==> config.mk <==
export PLATFORM = sky130hd
export DESIGN_NAME = ldpc_pair_sched
export DESIGN_NICKNAME = d
export VERILOG_FILES = /design/src/rtl/ldpc_sched_pkg.sv /design/src/rtl/sched_slot_timer.sv /design/src/rtl/sched_cw_track.sv /design/src/rtl/ldpc_pair_sched.sv
export SDC_FILE = /design/constraint.sdc
export NUM_CORES = 1
export LEC_CHECK = 0
export ABC_AREA = 1
export BUFFER_PORTS_ARGS = -buffer_cell sky130_fd_sc_hd__buf_2
export CAP_MARGIN = 20
export CORE_AREA = 8 8 53 55
export DETAILED_ROUTE_END_ITERATION = 12
export DIE_AREA = 0 0 61 63
export PLACE_DENSITY = 0.77
export SLEW_MARGIN = 5
export SYNTH_ARGS = -nofsm -noshare
export SYNTH_HDL_FRONTEND = slang
export SYNTH_SLANG_ARGS = --single-unit
==> constraint.sdc <==
create_clock -name clk -period 1.6 [get_ports clk]
set_input_delay 0.24 -clock clk [delete_from_list [all_inputs] [get_ports clk]]
set_output_delay 0.24 -clock clk [all_outputs]
set_load 0.02 [all_outputs]
==> src/rtl/ldpc_sched_pkg.sv <==
package ldpc_sched_pkg;

    // codeword identity as carried on the select outputs
    typedef enum logic {
        CW_A = 1'b0,
        CW_B = 1'b1
    } cw_e;

    // number of load slots ahead of the interleaved phases (one per codeword)
    localparam int LOAD_SLOTS = 2;

endpackage

==> src/rtl/sched_slot_timer.sv <==
module sched_slot_timer #(
    parameter  int PHASE_CYC = 2,
    parameter  int SLOT_CNT  = 22,
    localparam int SUB_W     = (PHASE_CYC > 1) ? $clog2(PHASE_CYC) : 1,
    localparam int SLOT_W    = $clog2(SLOT_CNT)
) (
    input  logic              clk,
    input  logic              rst,
    input  logic              launch,
    input  logic              run,
    output logic [SUB_W-1:0]  sub,
    output logic [SLOT_W-1:0] slot,
    output logic              sub_last
);

    typedef struct packed {
        logic [SUB_W-1:0]  sub;
        logic [SLOT_W-1:0] slot;
    } tmr_t;

    tmr_t tmr_d, tmr_q;

    localparam logic [SUB_W-1:0]  SUB_END  = SUB_W'(PHASE_CYC - 1);
    localparam logic [SLOT_W-1:0] SLOT_END = SLOT_W'(SLOT_CNT - 1);

    always_comb begin
        tmr_d = tmr_q;
        if (launch) begin
            tmr_d.sub  = '0;
            tmr_d.slot = '0;
        end else if (run) begin
            if (tmr_q.sub == SUB_END) begin
                tmr_d.sub = '0;
                if (tmr_q.slot != SLOT_END)
                    tmr_d.slot = tmr_q.slot + 1'b1;
            end else begin
                tmr_d.sub = tmr_q.sub + 1'b1;
            end
        end
    end

    always_ff @(posedge clk) begin
        if (rst) tmr_q <= '0;
        else     tmr_q <= tmr_d;
    end

    assign sub      = tmr_q.sub;
    assign slot     = tmr_q.slot;
    assign sub_last = (tmr_q.sub == SUB_END);

    AST_SUB_RANGE: assert property (@(posedge clk) disable iff (rst)
        tmr_q.sub <= SUB_END);

endmodule

==> src/rtl/sched_cw_track.sv <==
module sched_cw_track #(
    parameter  int MAX_ITER   = 10,
    parameter  int FIRST_SLOT = 1,
    parameter  int SLOT_W     = 5,
    localparam int ITER_W     = $clog2(MAX_ITER + 1)
) (
    input  logic              clk,
    input  logic              rst,
    input  logic              launch,
    input  logic [SLOT_W-1:0] slot,
    input  logic              sub_last,
    input  logic              parity_ok,
    output logic              chk_on,
    output logic              bit_on,
    output logic              active,
    output logic              done,
    output logic [ITER_W-1:0] iter
);

    typedef struct packed {
        logic              active;
        logic              done;
        logic [ITER_W-1:0] iter;
    } cw_t;

    cw_t cw_d, cw_q;

    localparam logic [SLOT_W-1:0] FIRST    = SLOT_W'(FIRST_SLOT);
    localparam logic [ITER_W-1:0] LAST_IT  = ITER_W'(MAX_ITER - 1);
    localparam logic [ITER_W-1:0] ITER_CAP = ITER_W'(MAX_ITER);

    logic              in_win;
    logic [SLOT_W-1:0] rel;

    always_comb begin
        rel    = slot - FIRST;
        in_win = cw_q.active && (slot >= FIRST);
        chk_on = in_win && !rel[0];
        bit_on = in_win &&  rel[0];

        cw_d = cw_q;
        if (launch) begin
            cw_d.active = 1'b1;
            cw_d.done   = 1'b0;
            cw_d.iter   = '0;
        end else if (bit_on && sub_last) begin
            cw_d.iter = cw_q.iter + 1'b1;
            if (parity_ok || cw_q.iter == LAST_IT) begin
                cw_d.active = 1'b0;
                cw_d.done   = 1'b1;
            end
        end
    end

    always_ff @(posedge clk) begin
        if (rst) cw_q <= '0;
        else     cw_q <= cw_d;
    end

    assign active = cw_q.active;
    assign done   = cw_q.done;
    assign iter   = cw_q.iter;

    AST_ITER_CAP: assert property (@(posedge clk) disable iff (rst)
        cw_q.iter <= ITER_CAP);

    AST_DONE_HOLD: assert property (@(posedge clk) disable iff (rst)
        cw_q.done && !launch |=> cw_q.done);

    AST_RETIRE_AT_PHASE_END: assert property (@(posedge clk) disable iff (rst)
        !cw_q.done && !launch |=> cw_q.done -> $past(bit_on && sub_last));

    AST_DONE_NOT_ACTIVE: assert property (@(posedge clk) disable iff (rst)
        cw_q.done |-> !cw_q.active);

endmodule

==> src/rtl/ldpc_pair_sched.sv <==
module ldpc_pair_sched #(
    parameter  int PHASE_CYC = 2,
    parameter  int MAX_ITER  = 10,
    localparam int SUB_W     = (PHASE_CYC > 1) ? $clog2(PHASE_CYC) : 1,
    localparam int ITER_W    = $clog2(MAX_ITER + 1)
) (
    input  logic              clk,
    input  logic              rst,
    input  logic              start,
    input  logic              parity_ok_a,
    input  logic              parity_ok_b,
    output logic              busy,
    output logic              load_en,
    output logic              load_cw,
    output logic              chk_en,
    output logic              chk_cw,
    output logic              bit_en,
    output logic              bit_cw,
    output logic [SUB_W-1:0]  sub_idx,
    output logic [ITER_W-1:0] iter_a,
    output logic [ITER_W-1:0] iter_b,
    output logic              done_a,
    output logic              done_b
);
    import ldpc_sched_pkg::*;

    localparam int SLOT_CNT = ldpc_sched_pkg::LOAD_SLOTS + 2 * MAX_ITER;
    localparam int SLOT_W   = $clog2(SLOT_CNT);

    logic              launch;
    logic [SUB_W-1:0]  sub_w;
    logic [SLOT_W-1:0] slot_w;
    logic              sub_last_w;

    logic [1:0]        par_v, chk_on_v, bit_on_v, act_v, done_v;
    logic [ITER_W-1:0] iter_v [2];

    assign par_v  = {parity_ok_b, parity_ok_a};
    assign busy   = |act_v;
    assign launch = start && !busy;

    sched_slot_timer #(
        .PHASE_CYC (PHASE_CYC),
        .SLOT_CNT  (SLOT_CNT)
    ) u_timer (
        .clk      (clk),
        .rst      (rst),
        .launch   (launch),
        .run      (busy),
        .sub      (sub_w),
        .slot     (slot_w),
        .sub_last (sub_last_w)
    );

    // codeword g starts its first check phase in slot 1+g
    for (genvar g = 0; g < 2; g++) begin : g_cw
        sched_cw_track #(
            .MAX_ITER   (MAX_ITER),
            .FIRST_SLOT (1 + g),
            .SLOT_W     (SLOT_W)
        ) u_track (
            .clk       (clk),
            .rst       (rst),
            .launch    (launch),
            .slot      (slot_w),
            .sub_last  (sub_last_w),
            .parity_ok (par_v[g]),
            .chk_on    (chk_on_v[g]),
            .bit_on    (bit_on_v[g]),
            .active    (act_v[g]),
            .done      (done_v[g]),
            .iter      (iter_v[g])
        );
    end

    always_comb begin
        load_en = busy && (slot_w < SLOT_W'(ldpc_sched_pkg::LOAD_SLOTS));
        load_cw = load_en && slot_w[0];
        chk_en  = |chk_on_v;
        chk_cw  = chk_on_v[CW_B];
        bit_en  = |bit_on_v;
        bit_cw  = bit_on_v[CW_B];
        sub_idx = busy ? sub_w : '0;
        iter_a  = iter_v[0];
        iter_b  = iter_v[1];
        done_a  = done_v[0];
        done_b  = done_v[1];
    end

    AST_ARRAYS_DISJOINT: assert property (@(posedge clk) disable iff (rst)
        chk_en && bit_en |-> chk_cw != bit_cw);

    AST_LOAD_NO_BIT: assert property (@(posedge clk) disable iff (rst)
        load_en |-> !bit_en);

    AST_IDLE_QUIET: assert property (@(posedge clk) disable iff (rst)
        !busy |-> !(chk_en || bit_en || load_en));

    AST_START_BUSY_IGNORED: assert property (@(posedge clk) disable iff (rst)
        start && busy && $past(busy) |=> !(sub_w == '0 && slot_w == '0));

endmodule

After elaboration in Yosys (flattened, before gate mapping). Cells that the tools add are included.

Flip-flop bits (word level): 18. Input port bits: 5.

$add $sub $neg: 6. Order comparisons: 3. Eq/ne operators: 3. Muxes and demuxes: 8. Reductions and logical operators: 29.

Operator list (count): $mux 6 (4); $logic_and 1x1->1 (11); $add 4x1->4 const B (2); $eq 4x4->1 const B (2); $reduce_and 2->1 (4); $reduce_bool 2->1 (4); $reduce_or 2->1 (4); $add 5x1->5 const B (1); $ge 5x1->1 const B (1); $ge 5x2->1 const B (1); $lt 5x2->1 const B (1); $ne 5x5->1 const B (1); $mux 2 (2); $logic_not 1->1 (3); $reduce_and 3->1 (1); $logic_or 1x1->1 (2); $mux 1 (2); $sub 1x1->1 const B (2); $add 1x1->1 const B (1).

Logic depth before layout (Yosys ltp). Gate-level depths: netlist of run 1.

Word-level depth: 6. Gate-level depth with buffers: 9. Mapped depth without buffers: 9.

Modules after synthesis. A second synthesis of run 1 with hierarchy kept.

Cells, all modules: 162. Area, all modules: 1138.6 µm².

By module, submodules not included: sched_slot_timer (times used 1, cells each 57, area an instance 394.1 µm², sequential area each 120.1 µm²); sched_cw_track at g_cw[1].u_track (times used 1, cells each 45, area an instance 336.6 µm², sequential area each 120.1 µm²); sched_cw_track at g_cw[0].u_track (times used 1, cells each 46, area an instance 332.8 µm², sequential area each 120.1 µm²); ldpc_pair_sched (times used 1, cells each 14, area an instance 75.1 µm², sequential area each 0.0 µm²).

Worst setup path before layout of run 1. OpenSTA, ideal clock, no wires.

Path type: flip-flop to output port. Start: register u_timer.tmr_q (netlist bit u_timer.slot[0]). End: output chk_en. Arrival time: 1397 ps. Path slack: -37 ps. Cell stages (with the launch flop): 8. Cell sequence: dfxtp_1 inv_1 ha_1 inv_1 nand3_2 nand2_1 nor2_1 o21bai_1.

Longest elaborated chain between the ends: 4. Elaborated cells between the ends (all ways): 11. Those cells by class: add/sub: 2; order compare: 2; reduce/logical: 7.

RTL lines: start: declaration (line sched_slot_timer.sv:21) `tmr_t tmr_d, tmr_q;`; start signal: assignment (line sched_slot_timer.sv:44) `else tmr_q <= tmr_d;`; $sub 1x1->1 (line sched_cw_track.sv:36) `rel = slot - FIRST;`; named net g_cw[0].u_track.rel[0] (line sched_cw_track.sv:33) `logic [SLOT_W-1:0] rel;`; $logic_not 1->1 (line sched_cw_track.sv:38) `chk_on = in_win && !rel[0];`; $logic_and 1x1->1 (line sched_cw_track.sv:38); $reduce_or 2->1 (line ldpc_pair_sched.sv:79) `chk_en = |chk_on_v;`; end: declaration (line ldpc_pair_sched.sv:15) `output logic chk_en,`.

The timed path passes the listed nets, and every way through them passes these cells.

Worst setup path after layout of run 1. Same ends and word-level chain as after synthesis.

==> flow_metrics.py, run 1 <==
metrics = {
    "yosys": {
        "ys_ff_latch": 18,
        "synth_cell_types": 28,
        "ys_warn_count": 0,
        "synth_edf_count": 0,
        "ys_seq_area_frac": 0.363,
        "syn_avg_cell_area_um2": 7.82,
        "synth_cells": 127,
        "async_reset_ff_frac": 0,
        "synth_nets": 139,
        "netlist_area_um2": 993,
        "yosys_most_used_dff": "dfxtp_1",
    },
    "timing": {
        "rsz0062_at_grt": "yes",
        "maxSlewViolCount": 0,
        "hold_viol": 0,
        "finClkSkew_ns": 0.00645,
        "fin_setup_tns_ns": -0.114,
        "setup_viol": 2,
        "relSlewSlack": 0.787,
        "worst_pin_slew_ns": 0.318,
        "period_minus_slack_ns": 1.67,
        "min_period_over_period": 1.04,
        "fmax_mhz": 598,
        "setup_slack_ns": -0.0719,
    },
    "floorplan": {
        "initial_core_util": 0.482,
        "die_y_um": 63,
        "core_region_area_um2": 2060,
        "die_x_um": 61,
        "num_rows": 17,
        "io_pins": 23,
        "die_area_um2": 3840,
    },
    "worst_setup_path": {
        "ff2ff_path_depth": 9,
        "timing.rr.end": "g_cw[0].u_track.iter[1]",
        "cp-end-kind": "output port",
        "worstSetupPathType": "register to output port",
        "critPathCapture": "chk_en",
        "arrival_ns": 1.43,
        "r2r_start": "u_timer.slot[0]",
        "ff2ff_setup_slack_ns": 0.07,
        "startpoint_type": "register",
        "worstSetupStartpoint": "u_timer.slot[0]",
        "crit_fanout": 3,
        "cp_data_required_time_ns": 1.36,
    },
    "drt": {
        "wl_mm": 2.37,
        "wl_per_cell_um": 12.7,
        "first_pass_iters": 4,
        "ant_nets": 0,
        "detail_route.iter0.violations": 21,
        "via_count": 930,
        "via_per_inst": 4.97,
        "drc": 0,
    },
    "hold_path": {
        "hold_class": "input port to register",
    },
    "power_and_ir_drop": {
        "p_leak_nw": 0.641,
        "ir_drop_uv": 483,
        "powerDensity_nw_per_um2": 713,
        "finalPower_w": 0.000938,
    },
    "global_routing": {
        "grtUsageMet3": 0.0370,
        "grt_pass1_wl_mm": 3.73,
        "grt.total_usage": 0.127,
        "top_usage_layer": "met2",
        "grt_pass1_vias": 850,
        "grt_max_degree": 12,
        "grt_antenna_before_repair": 0,
        "grt.overflow.total": 0,
        "use_met2": 0.198,
        "use_met1": 0.138,
    },
    "status": {
        "violations": "negative setup slack",
        "status": "finished with violations",
    },
    "cts": {
        "cts_buffers": 3,
        "cts_sinks": 18,
        "cts.clk_slew.worst_paths_ns": 0.11,
        "clkLatencyLatePin_ns": 0.31,
        "h-tree-depth": 1,
        "cts_hold_buffers": 0,
        "clock_path_buffers": 2,
        "cts_tree": "yes",
        "cts_root_buf": "clkbuf_4",
    },
    "layout": {
        "drive_gt1_frac": 0.421,
        "final_area_um2": 1320,
        "final_common_cell": "buf_2",
        "diodes": 0,
        "final_cell_mix": "buf_2 (19), inv_1 (15), nand2_1 (15)",
        "final_cells": 187,
        "synthToLayoutAreaGrowth_pct": 32.5,
        "layout.nets": 172,
    },
    "placement": {
        "io_buffers": 22,
        "place_ws_ns": 0.163,
        "postPlaceCellArea_um2": 1140,
        "hpwl_mm": 1.66,
        "dp_cells": 177,
        "place.gp.congestion": 0.891,
    },
    "run": {
        "cap_violations": 0,
    },
}
## synth_stat cells, types with 2 or more instances
library cell | number | area [um2]
nor2_1 | 12 | 45.0
inv_1 | 18 | 67.6
nand3b_1 | 2 | 15.0
nand3_2 | 2 | 20.0
nor2_4 | 2 | 22.5
nand4_1 | 2 | 12.5
a21oi_1 | 10 | 50.1
inv_2 | 5 | 18.8
xor2_1 | 2 | 17.5
nor2_2 | 4 | 25.0
nor3_1 | 2 | 10.0
o21bai_1 | 2 | 15.0
nand3_1 | 6 | 30.0
nand2_1 | 17 | 63.8
ha_1 | 7 | 87.6
o21ai_1 | 5 | 25.0
dfxtp_1 | 18 | 360
## timing repair
action,CTS,global route
setup endpoints to repair,4,5
setup buffers,2,4
pin swaps,4,3
resized for setup,14,12
## critical path, stage by stage (launching register included)
cell and delay (ns):
dfxtp_2 0.36, inv_2 0.05, ha_4 0.15, inv_2 0.06
nand3_4 0.10, nand2_2 0.08, nor2_2 0.04, o21bai_4 0.16
buf_6 0.13
## registers in the layout, indices dropped and copies added, names as in the netlist
name,cells
g_cw.u_track.active,2
g_cw.u_track.done,2
g_cw.u_track.iter,8
u_timer.slot,5
u_timer.sub,1
## metrics by stage
step                      utilization  hold slack, ns
after global placement          0.551           0.442
final                           0.638           0.136
after detailed placement        0.551           0.445
after CTS                       0.597           0.130
after floorplan                     -           0.309
after global routing            0.638           0.126
## final cells by class
class,instances,area (um2)
fillers,173,747
multi-input cells,85,609
flip-flops and latches,18,368
repair buffers,29,181
inverters,23,86.3
clock buffers,4,36.3
well taps,28,35.0
## kinds of logic after synthesis
| kind of cell | Yosys count | synth area share |
|---|---|---|
| xor+xnor | 3 | 0.0265 |
| compound gates | 21 | 0.120 |
| buf+inv | 24 | 0.0982 |
| fa+ha+maj | 7 | 0.0882 |
| simple gates | 54 | 0.305 |
| flops | 18 | 0.363 |
## how the worst min path moves through the flow
stage	start	end	slack (ns)	cells past startpoint
floorplan	rst	g_cw[0].u_track.active	0.31	1
global placement	g_cw[0].u_track.done	g_cw[0].u_track.done	0.44	2
detailed placement	g_cw[0].u_track.done	g_cw[0].u_track.done	0.44	2
CTS	rst	g_cw[1].u_track.active	0.13	2
global route	rst	g_cw[0].u_track.active	0.13	2
finish	rst	g_cw[1].u_track.active	0.14	2
## routing by layer
layer / vias to the layer above / wire length, um
met2: 16 / 1220
met4: 0 / 81
li1: 475 / -
met3: 7 / 77
met5: - / 0
met1: 432 / 995
## power by group
part           switching (W)  internal (W)
Clock               0.000153      0.000139
Sequential         0.0000174      0.000459
Combinational       0.000106     0.0000645
Total               0.000276      0.000662
Power figures use the tool's default switching activity.
==> run 2, diff against run 1 <==
GPL_TIMING_DRIVEN = 0   (was not set)
PLACE_DENSITY = 0.75   (was 0.77)
SLEW_MARGIN = 20   (was 5)
==> flow_metrics.py, run 2 (synthesized netlist as in run 1, its figures left out) <==
metrics = {
    "drt": {
        "ant_nets": 0,
        "wl_mm": 2.36,
        "wl_per_cell_um": 12.5,
        "via_count": 918,
        "first_pass_iters": 4,
        "detail_route.iter0.violations": 23,
        "drc": 0,
        "via_per_inst": 4.86,
    },
    "power_and_ir_drop": {
        "p_sw_frac": 0.286,
        "pwr-share-comb": 0.184,
        "internal_power_w": 0.000667,
        "power.share.clock": 0.309,
        "powerDensity_nw_per_um2": 715,
        "seqPwrFrac": 0.507,
        "ir_drop_uv": 420,
        "p_leak_nw": 0.646,
        "p_sw_w": 0.000268,
    },
    "worst_setup_path": {
        "timing.rr.end": "g_cw[1].u_track.iter[2]",
        "path_cells": "inv_4 -> ha_4 -> inv_2 -> nand3_4 -> nand2_2 -> nor2_2 -> o21bai_1 -> buf_4",
        "ff2ff_path_depth": 11,
        "slowest_stage": "dfxtp_4",
        "worstSetupPathType": "register to output port",
        "cpPeakStageDelay_ns": 0.38,
        "arrival_ns": 1.41,
        "cp-end-kind": "output port",
        "crit_fanout": 3,
        "cp_data_required_time_ns": 1.36,
        "ff2ff_setup_slack_ns": 0.02,
        "startpoint_type": "register",
        "r2r_start": "u_timer.slot[0]",
    },
    "placement": {
        "postPlaceCellArea_um2": 1140,
        "hpwl_mm": 1.71,
        "place.gp.congestion": 0.902,
        "io_buffers": 22,
        "dp_cells": 177,
    },
    "global_routing": {
        "grt_pass1_vias": 938,
        "grt_pass1_wl_mm": 3.91,
        "grt_max_degree": 11,
        "grt.overflow.total": 0,
        "grt_antenna_before_repair": 0,
        "grt.total_usage": 0.129,
    },
    "status": {
        "violations": "negative setup slack",
        "status": "finished with violations",
    },
    "layout": {
        "final_cell_mix": "buf_2 (20), nand2_1 (16), dfxtp_1 (16)",
        "final_cells": 189,
        "final_common_cell": "buf_2",
        "drive_gt1_frac": 0.404,
        "synthToLayoutAreaGrowth_pct": 31.6,
        "largest_register_ffs": 8,
        "final_area_um2": 1310,
        "regMostFlops": "g_cw.u_track.iter",
        "layout.nets": 174,
        "diodes": 0,
    },
    "cts": {
        "cts_sinks": 18,
        "cts_hold_buffers": 0,
        "clock_path_buffers": 2,
        "cts_tree": "yes",
        "cts.clk_slew.worst_paths_ns": 0.11,
        "clkLatencyLatePin_ns": 0.30,
        "cts_buffers": 3,
        "cts_root_buf": "clkbuf_4",
        "h-tree-depth": 1,
    },
    "hold_path": {
        "min_from": "rst",
        "worstHoldEndpoint": "g_cw[1].u_track.active",
        "worstHoldPathCells": 2,
        "hold_class": "input port to register",
    },
    "floorplan": {
        "die_area_um2": 3840,
        "core_region_area_um2": 2060,
        "initial_core_util": 0.482,
        "die_y_um": 63,
        "die_x_um": 61,
        "io_pins": 23,
        "num_rows": 17,
    },
    "timing": {
        "rsz0062_at_grt": "yes",
        "finClkSkew_ns": 0.00576,
        "min_period_over_period": 1.03,
        "setup_viol": 2,
        "setup_slack_ns": -0.0511,
        "worst_pin_slew_ns": 0.284,
        "fmax_mhz": 606,
        "maxSlewViolCount": 0,
        "hold_viol": 0,
        "relSlewSlack": 0.810,
        "period_minus_slack_ns": 1.65,
    },
    "run": {
        "cap_violations": 0,
    },
}
==> run 2: cell types whose count changed in the layout (fill, tap and decap cells not counted), sizes merged <==
| cell | before | now |
|---|---|---|
| buf | 29 | 31 |
==> run 2: through the flow <==
step / worst slack, ns / utilization / total power (W) / hold WS, ns / TNS, ns
finish: -0.0511 / 0.634 / 0.000935 / 0.151 / -0.0905
global route: -0.106 / 0.634 / 0.000972 / 0.145 / -0.335
CTS: -0.0786 / 0.614 / 0.000934 / 0.134 / -0.151
detailed placement: -0.110 / 0.553 / 0.000621 / 0.450 / -0.111
global placement: -0.0890 / 0.553 / 0.000616 / 0.440 / -0.0890
floorplan: 0.0375 / - / 0.000582 / 0.309 / 0
==> run 2: area by class of cell <==
type,instances,area [um2]
clock buffer,4,36.3
sequential,18,368
multi-input combinational,85,586
fill,189,756
buffer,1,11.3
inverter,23,88.8
tap,28,35.0
timing repair buffer,30,183
==> run 2: worst max-delay path by stage <==
| stage | end | from | depth (start not counted) | slack, ns |
|---|---|---|---|---|
| final | chk_en | u_timer.slot[0] | 8 | -0.05 |
| after global routing | chk_en | u_timer.slot[0] | 8 | -0.11 |
| after CTS | bit_en | u_timer.slot[0] | 6 | -0.08 |
| after detailed placement | chk_en | u_timer.slot[0] | 8 | -0.11 |
| after global placement | chk_en | u_timer.slot[0] | 8 | -0.09 |
| after floorplan | chk_en | u_timer.slot[0] | 7 | 0.04 |
==> run 2: routing by layer <==
layer,global-route usage,vias to the layer above,part of all wire
met4,0.0671,0,0.016
met2,0.217,16,0.51
li1,-,477,-
met3,0.0288,4,0.031
met5,0,-,0
met1,0.142,421,0.44
==> run 2: power groups by stage <==
stage	registers (W)	logic [W]	clock network, W
after floorplan	0.000483	0.0000992	0
after global placement	0.000486	0.000130	0
after detailed placement	0.000487	0.000134	0
after CTS	0.000474	0.000162	0.000298
after global routing	0.000476	0.000187	0.000308
final	0.000475	0.000172	0.000289
==> run 2: timing repair <==
action,4_1_cts,5_1_grt
setup buffers,7,1
pin swaps,0,4
endpoints found under the setup margin,6,5
resized for setup,14,7
cloned,0,0
==> run 2: critical path: cells and delay by family, from the launching register on <==
kind | cells | cell delay (ns)
simple gates | 3 | 0.19
buf+inv | 3 | 0.26
flops | 1 | 0.38
fa+ha+maj | 1 | 0.14
compound gates | 1 | 0.14
